<file path="src/rtl/lb_pkg.sv">
package lb_pkg;
  parameter int CW  = 8;
  parameter int XYW = 16;

  typedef struct packed {
    logic           mode;
    logic [CW-1:0]  calpha;
    logic [2:0]     sel_pa;
    logic [2:0]     sel_sa;
    logic [2:0]     sel_sc;
    logic [2:0]     sel_pc;
    logic [XYW-1:0] ypos;
    logic [XYW-1:0] xpos;
  } lb_cfg_t;

  localparam logic [CW-1:0] FULL = {CW{1'b1}};

  function automatic logic [CW-1:0] pick_weight(input logic [2:0] code,
                                                input logic [CW-1:0] pa,
                                                input logic [CW-1:0] sa,
                                                input logic [CW-1:0] ca);
    case (code)
      3'd0: pick_weight = '0;
      3'd1: pick_weight = FULL;
      3'd2: pick_weight = pa;
      3'd3: pick_weight = FULL - pa;
      3'd4: pick_weight = sa;
      3'd5: pick_weight = FULL - sa;
      3'd6: pick_weight = ca;
      default: pick_weight = FULL - ca;
    endcase
  endfunction
endpackage

</file>
<file path="src/rtl/lb_shadow_cfg.sv">
module lb_shadow_cfg
  import lb_pkg::*;
(
  input  logic        clk,
  input  logic        rst_n,
  input  logic        cfg_we,
  input  logic [1:0]  cfg_addr,
  input  logic [31:0] cfg_wdata,
  input  logic        frame_load,
  output lb_cfg_t     cfg_now
);
  lb_cfg_t pend_q, act_q, pend_d;
  logic    shd_en_q;
  logic    load_now;

  always_comb begin
    pend_d = pend_q;
    if (cfg_we) begin
      case (cfg_addr)
        2'd0: pend_d.mode = cfg_wdata[0];
        2'd1: begin
          pend_d.sel_pc = cfg_wdata[2:0];
          pend_d.sel_sc = cfg_wdata[6:4];
          pend_d.sel_sa = cfg_wdata[10:8];
          pend_d.sel_pa = cfg_wdata[14:12];
          pend_d.calpha = cfg_wdata[23:16];
        end
        2'd2: begin
          pend_d.xpos = cfg_wdata[XYW-1:0];
          pend_d.ypos = cfg_wdata[16+XYW-1:16];
        end
        default: ;
      endcase
    end
  end

  assign load_now = shd_en_q && frame_load;
  assign cfg_now  = load_now ? pend_q : act_q;

  always_ff @(posedge clk) begin
    if (!rst_n) begin
      pend_q   <= '{mode: 1'b0, calpha: FULL, sel_pa: 3'd0, sel_sa: 3'd0,
                    sel_sc: 3'd6, sel_pc: 3'd0, ypos: '0, xpos: '0};
      act_q    <= '{mode: 1'b0, calpha: FULL, sel_pa: 3'd0, sel_sa: 3'd0,
                    sel_sc: 3'd6, sel_pc: 3'd0, ypos: '0, xpos: '0};
      shd_en_q <= 1'b1;
    end else begin
      pend_q <= pend_d;
      if (cfg_we && cfg_addr == 2'd0) shd_en_q <= cfg_wdata[1];
      if (!shd_en_q)     act_q <= pend_d;
      else if (load_now) act_q <= pend_q;
    end
  end

  AST_NO_MIDFRAME_LOAD: assert property (@(posedge clk) disable iff (!rst_n)
    (shd_en_q && !frame_load) |=> $stable(act_q));
endmodule

</file>
<file path="src/rtl/lb_pos_window.sv">
module lb_pos_window
  import lb_pkg::*;
(
  input  logic           clk,
  input  logic           rst_n,
  input  logic           acc,
  input  logic           sof,
  input  logic           eol,
  input  logic [XYW-1:0] xpos,
  input  logic [XYW-1:0] ypos,
  output logic           in_win
);
  logic [XYW-1:0] x_q, y_q, cur_x, cur_y;

  assign cur_x  = sof ? '0 : x_q;
  assign cur_y  = sof ? '0 : y_q;
  assign in_win = (cur_x >= xpos) && (cur_y >= ypos);

  always_ff @(posedge clk) begin
    if (!rst_n) begin
      x_q <= '0;
      y_q <= '0;
    end else if (acc) begin
      if (eol) begin
        x_q <= '0;
        y_q <= cur_y + 1'b1;
      end else begin
        x_q <= cur_x + 1'b1;
        y_q <= cur_y;
      end
    end
  end

  AST_ROW_RESTART: assert property (@(posedge clk) disable iff (!rst_n)
    (acc && eol) |=> (x_q == '0));
endmodule

</file>
<file path="src/rtl/lb_blend_pipe.sv">
module lb_blend_pipe
  import lb_pkg::*;
#(
  parameter int NCH = 3,
  localparam int PW = CW * (NCH + 1)
)(
  input  logic          clk,
  input  logic          rst_n,
  input  logic          acc,
  input  logic [PW-1:0] p_data,
  input  logic [PW-1:0] s_data,
  input  logic          p_sof,
  input  logic          p_eol,
  input  logic          in_win,
  input  lb_cfg_t       cfg,
  input  logic          o_ready,
  output logic          adv,
  output logic          o_valid,
  output logic [PW-1:0] o_data,
  output logic          o_sof,
  output logic          o_eol
);
  localparam int SW = 2 * CW + 2;

  logic [PW-1:0] sec_eff;
  logic [CW-1:0] pa, sa;

  logic          s1_v, s1_mode, s1_sof, s1_eol;
  logic [PW-1:0] s1_prim, s1_sec;
  logic [CW-1:0] s1_wpc, s1_wsc, s1_wpa, s1_wsa;
  logic [PW-1:0] mix;

  assign adv     = !o_valid || o_ready;
  assign sec_eff = in_win ? s_data : '0;
  assign pa      = p_data[PW-1 -: CW];
  assign sa      = sec_eff[PW-1 -: CW];

  always_ff @(posedge clk) begin
    if (!rst_n) begin
      s1_v    <= 1'b0;
      s1_mode <= 1'b0;
      s1_sof  <= 1'b0;
      s1_eol  <= 1'b0;
      s1_prim <= '0;
      s1_sec  <= '0;
      s1_wpc  <= '0;
      s1_wsc  <= '0;
      s1_wpa  <= '0;
      s1_wsa  <= '0;
    end else if (adv) begin
      s1_v <= acc;
      if (acc) begin
        s1_mode <= cfg.mode;
        s1_sof  <= p_sof;
        s1_eol  <= p_eol;
        s1_prim <= p_data;
        s1_sec  <= sec_eff;
        s1_wpc  <= pick_weight(cfg.sel_pc, pa, sa, cfg.calpha);
        s1_wsc  <= pick_weight(cfg.sel_sc, pa, sa, cfg.calpha);
        s1_wpa  <= pick_weight(cfg.sel_pa, pa, sa, cfg.calpha);
        s1_wsa  <= pick_weight(cfg.sel_sa, pa, sa, cfg.calpha);
      end
    end
  end

  for (genvar g = 0; g <= NCH; g++) begin : g_lane
    localparam bit IS_ALPHA = (g == NCH);
    logic [CW-1:0] wp, ws;
    logic [SW-1:0] sum;
    logic [SW-1:0] quo;
    assign wp  = IS_ALPHA ? s1_wpa : s1_wpc;
    assign ws  = IS_ALPHA ? s1_wsa : s1_wsc;
    assign sum = SW'(s1_prim[g*CW +: CW]) * SW'(wp)
               + SW'(s1_sec[g*CW +: CW]) * SW'(ws) + SW'(FULL >> 1);
    assign quo = sum / SW'(FULL);
    assign mix[g*CW +: CW] = (quo > SW'(FULL)) ? FULL : quo[CW-1:0];
  end

  always_ff @(posedge clk) begin
    if (!rst_n) begin
      o_valid <= 1'b0;
      o_data  <= '0;
      o_sof   <= 1'b0;
      o_eol   <= 1'b0;
    end else if (adv) begin
      o_valid <= s1_v;
      if (s1_v) begin
        o_data <= s1_mode ? mix : s1_prim;
        o_sof  <= s1_sof;
        o_eol  <= s1_eol;
      end
    end
  end

  AST_OUT_HOLD: assert property (@(posedge clk) disable iff (!rst_n)
    (o_valid && !o_ready) |=> (o_valid && $stable(o_data) && $stable(o_sof) && $stable(o_eol)));
  AST_PASS_EXACT: assert property (@(posedge clk) disable iff (!rst_n)
    (adv && s1_v && !s1_mode) |=> (o_data == $past(s1_prim)));
endmodule

</file>
<file path="src/rtl/layer_blender.sv">
module layer_blender
  import lb_pkg::*;
#(
  parameter int NCH = 3,
  localparam int PW = CW * (NCH + 1)
)(
  input  logic          clk,
  input  logic          rst_n,
  input  logic          cfg_we,
  input  logic [1:0]    cfg_addr,
  input  logic [31:0]   cfg_wdata,
  input  logic          p_valid,
  output logic          p_ready,
  input  logic [PW-1:0] p_data,
  input  logic          p_sof,
  input  logic          p_eol,
  input  logic          s_valid,
  output logic          s_ready,
  input  logic [PW-1:0] s_data,
  output logic          o_valid,
  input  logic          o_ready,
  output logic [PW-1:0] o_data,
  output logic          o_sof,
  output logic          o_eol
);
  lb_cfg_t cfg_now;
  logic    adv, acc, in_win;

  assign p_ready = adv && s_valid;
  assign s_ready = adv && p_valid;
  assign acc     = p_valid && s_valid && adv;

  lb_shadow_cfg u_cfg (
    .clk(clk), .rst_n(rst_n), .cfg_we(cfg_we), .cfg_addr(cfg_addr),
    .cfg_wdata(cfg_wdata), .frame_load(acc && p_sof), .cfg_now(cfg_now)
  );

  lb_pos_window u_win (
    .clk(clk), .rst_n(rst_n), .acc(acc), .sof(p_sof), .eol(p_eol),
    .xpos(cfg_now.xpos), .ypos(cfg_now.ypos), .in_win(in_win)
  );

  lb_blend_pipe #(.NCH(NCH)) u_pipe (
    .clk(clk), .rst_n(rst_n), .acc(acc), .p_data(p_data), .s_data(s_data),
    .p_sof(p_sof), .p_eol(p_eol), .in_win(in_win), .cfg(cfg_now),
    .o_ready(o_ready), .adv(adv), .o_valid(o_valid), .o_data(o_data),
    .o_sof(o_sof), .o_eol(o_eol)
  );

  AST_PAIR_TAKEN: assert property (@(posedge clk) disable iff (!rst_n)
    (p_valid && p_ready) == (s_valid && s_ready));
  AST_STALL_BLOCKS: assert property (@(posedge clk) disable iff (!rst_n)
    (o_valid && !o_ready) |-> (!p_ready && !s_ready));
endmodule

</file>
<file path="config.mk">
export PLATFORM = sky130hd
export DESIGN_NAME = layer_blender
export DESIGN_NICKNAME = d
export VERILOG_FILES = /design/src/rtl/lb_pkg.sv /design/src/rtl/lb_shadow_cfg.sv /design/src/rtl/lb_pos_window.sv /design/src/rtl/lb_blend_pipe.sv /design/src/rtl/layer_blender.sv
export SDC_FILE = /design/constraint.sdc
export NUM_CORES = 2
export LEC_CHECK = 0
export BUFFER_PORTS_ARGS = -buffer_cell sky130_fd_sc_hd__buf_4
export CORE_MARGIN = 2
export CORE_UTILIZATION = 60
export CTS_BUF_LIST = sky130_fd_sc_hd__clkbuf_2
export DETAILED_ROUTE_END_ITERATION = 12
export PLACE_DENSITY = 0.81
export REMOVE_ABC_BUFFERS = 1
export SKIP_CTS_REPAIR_TIMING = 1
export SLEW_MARGIN = 0
export SYNTH_ARGS = -nofsm -noshare
export SYNTH_HDL_FRONTEND = slang
export SYNTH_SLANG_ARGS = --single-unit
</file>
<file path="constraint.sdc">
create_clock -name clk -period 13.2 [get_ports clk]
set_input_delay 2.64 -clock clk [delete_from_list [all_inputs] [get_ports clk]]
set_output_delay 2.64 -clock clk [all_outputs]
set_load 0.005 [all_outputs]
</file>
==> results.yml <==
floorplanning:
  fp.dieW_um: 266
  core_area_mm2: 0.0683
  io_pins: 143
  floorplan.initialDensity_pct: 60.4
  row_count: 96
  design.die.area_mm2: 0.0709
  die_height_um: 266
synthesis:
  synth_cells: 5214
  total_of_flip_flops_plus_latches_after_synthesis: 274
  yosysWarnings: 0
  syn-mean-instance-area_um2: 7.92
  ys_types: 119
  number_of_enable_flip_flop_cells_after_synthesis: 0
  ys_seq_area_share_pct: 13.3
  synthArstFlopShare_pct: 0
  syn-cell-area_mm2: 0.0413
  synth_ff_type: "dfxtp_1"
route:
  via_per_inst: 6.15
  route.detailed.wl_per_inst_um: 18.3
  via_count: 39259
  route.final.wire_length_um: 116000
  detail-route-antenna-nets: 0
  violation_count_after_the_first_detailed_route_iteration: 3188
  drtPass1Iterations: 7
  drc: 0
critical_path:
  timing.critical_path.arrival_ns: 13.98
  end_of_the_worst_register_to_register_path: "u_pipe.o_data[24]"
  timing_worst_setup_path_type: "flop to flop"
  worst_path_max_delay_cell: "or4_4"
  critical-path-max-stage-delay_ns: 0.61
  crit_path_start_kind: "flop"
  worst_setup_path_end_kind: "flop"
  worst-path-max-fanout: 9
  buf_inv_on_cp: 5
  critical_path.most_common_cell: "fa_1"
  reg2reg_from: "u_pipe.s1_prim[27]"
  worst_ep_required_time_ns: 14.30
  r2r_slack_ns: 0.33
  cell_family_with_the_largest_share_of_critical_path_delay: "simple AND/OR/NAND/NOR gates"
  worst_r2r_path_depth: 46
sta:
  final_min_period_ns: 12.87
  setup_violations: 0
  max-slew-margin-rel_pct: 17.2
  max_clock_freq_mhz: 77.7
  min_period_over_period_pct: 97.5
  worst_pin_slew_ns: 1.21
  clock_skew_ns: 0.198
  total_count_of_max_transition_violations_in_the_final_report: 0
  timing_hold_violations_final: 0
cts:
  cts_tree: "yes"
  cts_root_buf: "clkbuf_2"
  cts_inserted_buffers: 77
  clock_sinks: 274
  cts-root-to-sink-buffers: 3
  insertion_delay_to_the_later_sink_of_the_worst_skew_pair_ns: 1.18
  htreeDepth: 3
  clk_pin_slew_worst_paths_ns: 0.12
hold_path:
  capture_endpoint_of_the_worst_hold_path: "u_pipe.o_data[6]"
  worst_hold_class: "flop to flop"
  hold-path-cell-count: 2
  worst_hold_startpoint: "u_pipe.o_data[6]"
global_routing:
  pin_count_of_the_biggest_net_entering_global_routing: 106
  grtUsageTotal_pct: 32.1
  grt_pass1_vias: 38002
  grt_first_pass_wirelength_um: 187000
  antenna_found_initial: 8
  global_route.overflow_total: 0
cells_and_area:
  design_area_mm2: 0.0461
  most-common-layout-cells: "inv_1, nand2_1, and2_1"
  most_common_library_cell_in_the_layout_ignoring_fill_and_taps: "inv_1"
  fin_util_pct: 67.4
  proportion_of_layout_cells_with_a_drive_suffix_above_1_pct: 14.7
  synthToLayoutAreaGrowth_pct: 11.6
  finish.net_count: 6247
  layout.cells.non_filler: 6382
  fillCellCount: 5572
power_and_ir_drop:
  vdd_drop_max_mv: 0.0745
  cellLeakagePower_nw: 21.0
  power.total_mw: 3.06
  power_per_cell_area_mw_per_mm2: 66.4
run:
  drv.max_cap_violation_count: 0
placed_design:
  place.gp.congestion: 0.976
  post-place-cells: 6213
  placement.io_buffers: 142
  instance_area_after_placement_mm2: 0.0441
  hpwlAfterDp_um: 89100
status:
  outcome: "finished clean"
## worst max path at each step
stage / start / end / slack [ns] / cells past startpoint
floorplan: u_pipe.s1_prim[26] / u_pipe.o_data[24] / 0.18 / 45
global placement: u_pipe.g_lane[0].ws[6] / u_pipe.o_data[16] / -0.13 / 42
detailed placement: u_pipe.g_lane[0].ws[6] / u_pipe.o_data[16] / -0.34 / 42
CTS: u_pipe.g_lane[0].ws[6] / u_pipe.o_data[16] / -0.33 / 42
global route: u_pipe.s1_prim[27] / u_pipe.o_data[24] / -0.14 / 50
finish: u_pipe.s1_prim[27] / u_pipe.o_data[24] / 0.33 / 46
## sequential cells by signal (all words and copies together), names as in the netlist
signal,flops
u_win.x_q,16
u_pipe.o_sof,1
u_pipe.o_eol,1
u_pipe.g_lane.ws,16
u_pipe.g_lane.wp,16
u_pipe.s1_mode,1
u_cfg.shd_en_q,1
u_pipe.o_data,32
u_pipe.s1_prim,32
u_cfg.pend_q,53
u_win.y_q,16
u_pipe.s1_v,1
u_pipe.s1_sof,1
u_cfg.act_q,53
u_pipe.s1_sec,32
u_pipe.s1_eol,1
u_pipe.o_valid,1
## routing by layer
layer | vias up | global-route usage, % | part of all wire (%)
li1 | 18413 | - | -
met1 | 18855 | 41.6 | 41
met2 | 1643 | 53.3 | 47
met3 | 344 | 4.84 | 7.4
met4 | 4 | 13.6 | 4.3
met5 | - | 0 | 0.023
## cell usage after synthesis, drive strengths merged (43+ instances only)
cell type | n | area, µm²
inv | 616 | 2310
and2 | 407 | 2550
a211oi | 131 | 1010
nand2 | 575 | 2160
nor2b | 56 | 350
fa | 388 | 7770
nor2 | 339 | 1270
o21ai | 149 | 746
nor3 | 100 | 510
nand3 | 134 | 676
and3 | 46 | 293
a21o | 43 | 323
xnor2 | 119 | 1050
o22ai | 49 | 307
mux2 | 57 | 642
a21oi | 279 | 1400
ha | 310 | 3880
xor2 | 101 | 885
mux2i | 97 | 971
clkbuf | 204 | 768
dfxtp | 274 | 5490
## worst min-delay path: stages, from the launching register on
cell and delay (ns):
dfxtp_1 0.32, nand2_1 0.05, a21oi_1 0.05
## stage by stage
| step | hold slack, ns | setup TNS (ns) | setup WS (ns) |
|---|---|---|---|
| floorplan | 0.432 | 0 | 0.184 |
| global placement | 0.440 | -0.128 | -0.128 |
| finish | 0.453 | 0 | 0.325 |
| global route | 0.473 | -0.249 | -0.138 |
| CTS | 0.458 | -0.615 | -0.331 |
| detailed placement | 0.446 | -0.791 | -0.335 |
## layout make-up
cell class	count	area, µm²	share of cell area, %
multi-input combinational	4096	33600	73.0
sequential	274	5520	12.0
timing repair buffer	378	2840	6.16
inverter	616	2320	5.03
tap	882	1100	2.39
clock buffer	102	510	1.11
clock inverter	27	144	0.312
antenna	7	17.5	0.0380
## power breakdown
part | internal [mW] | leakage [nW] | switching (mW)
registers | 0.859 | 2.24 | 0.0463
logic | 0.595 | 18.3 | 0.933
clock network | 0.219 | 0.504 | 0.408
total | 1.67 | 21.0 | 1.39
## logic make-up after synthesis
| kind of cell | after synthesis | share of synthesized area, % |
|---|---|---|
| fa+ha+maj | 702 | 28.3 |
| xor+xnor | 220 | 4.69 |
| simple gates | 1932 | 23.6 |
| compound gates | 1088 | 18.5 |
| flops | 274 | 13.3 |
| buf+inv | 844 | 7.71 |
| mux | 154 | 3.91 |
Power figures use the tool's default switching activity.
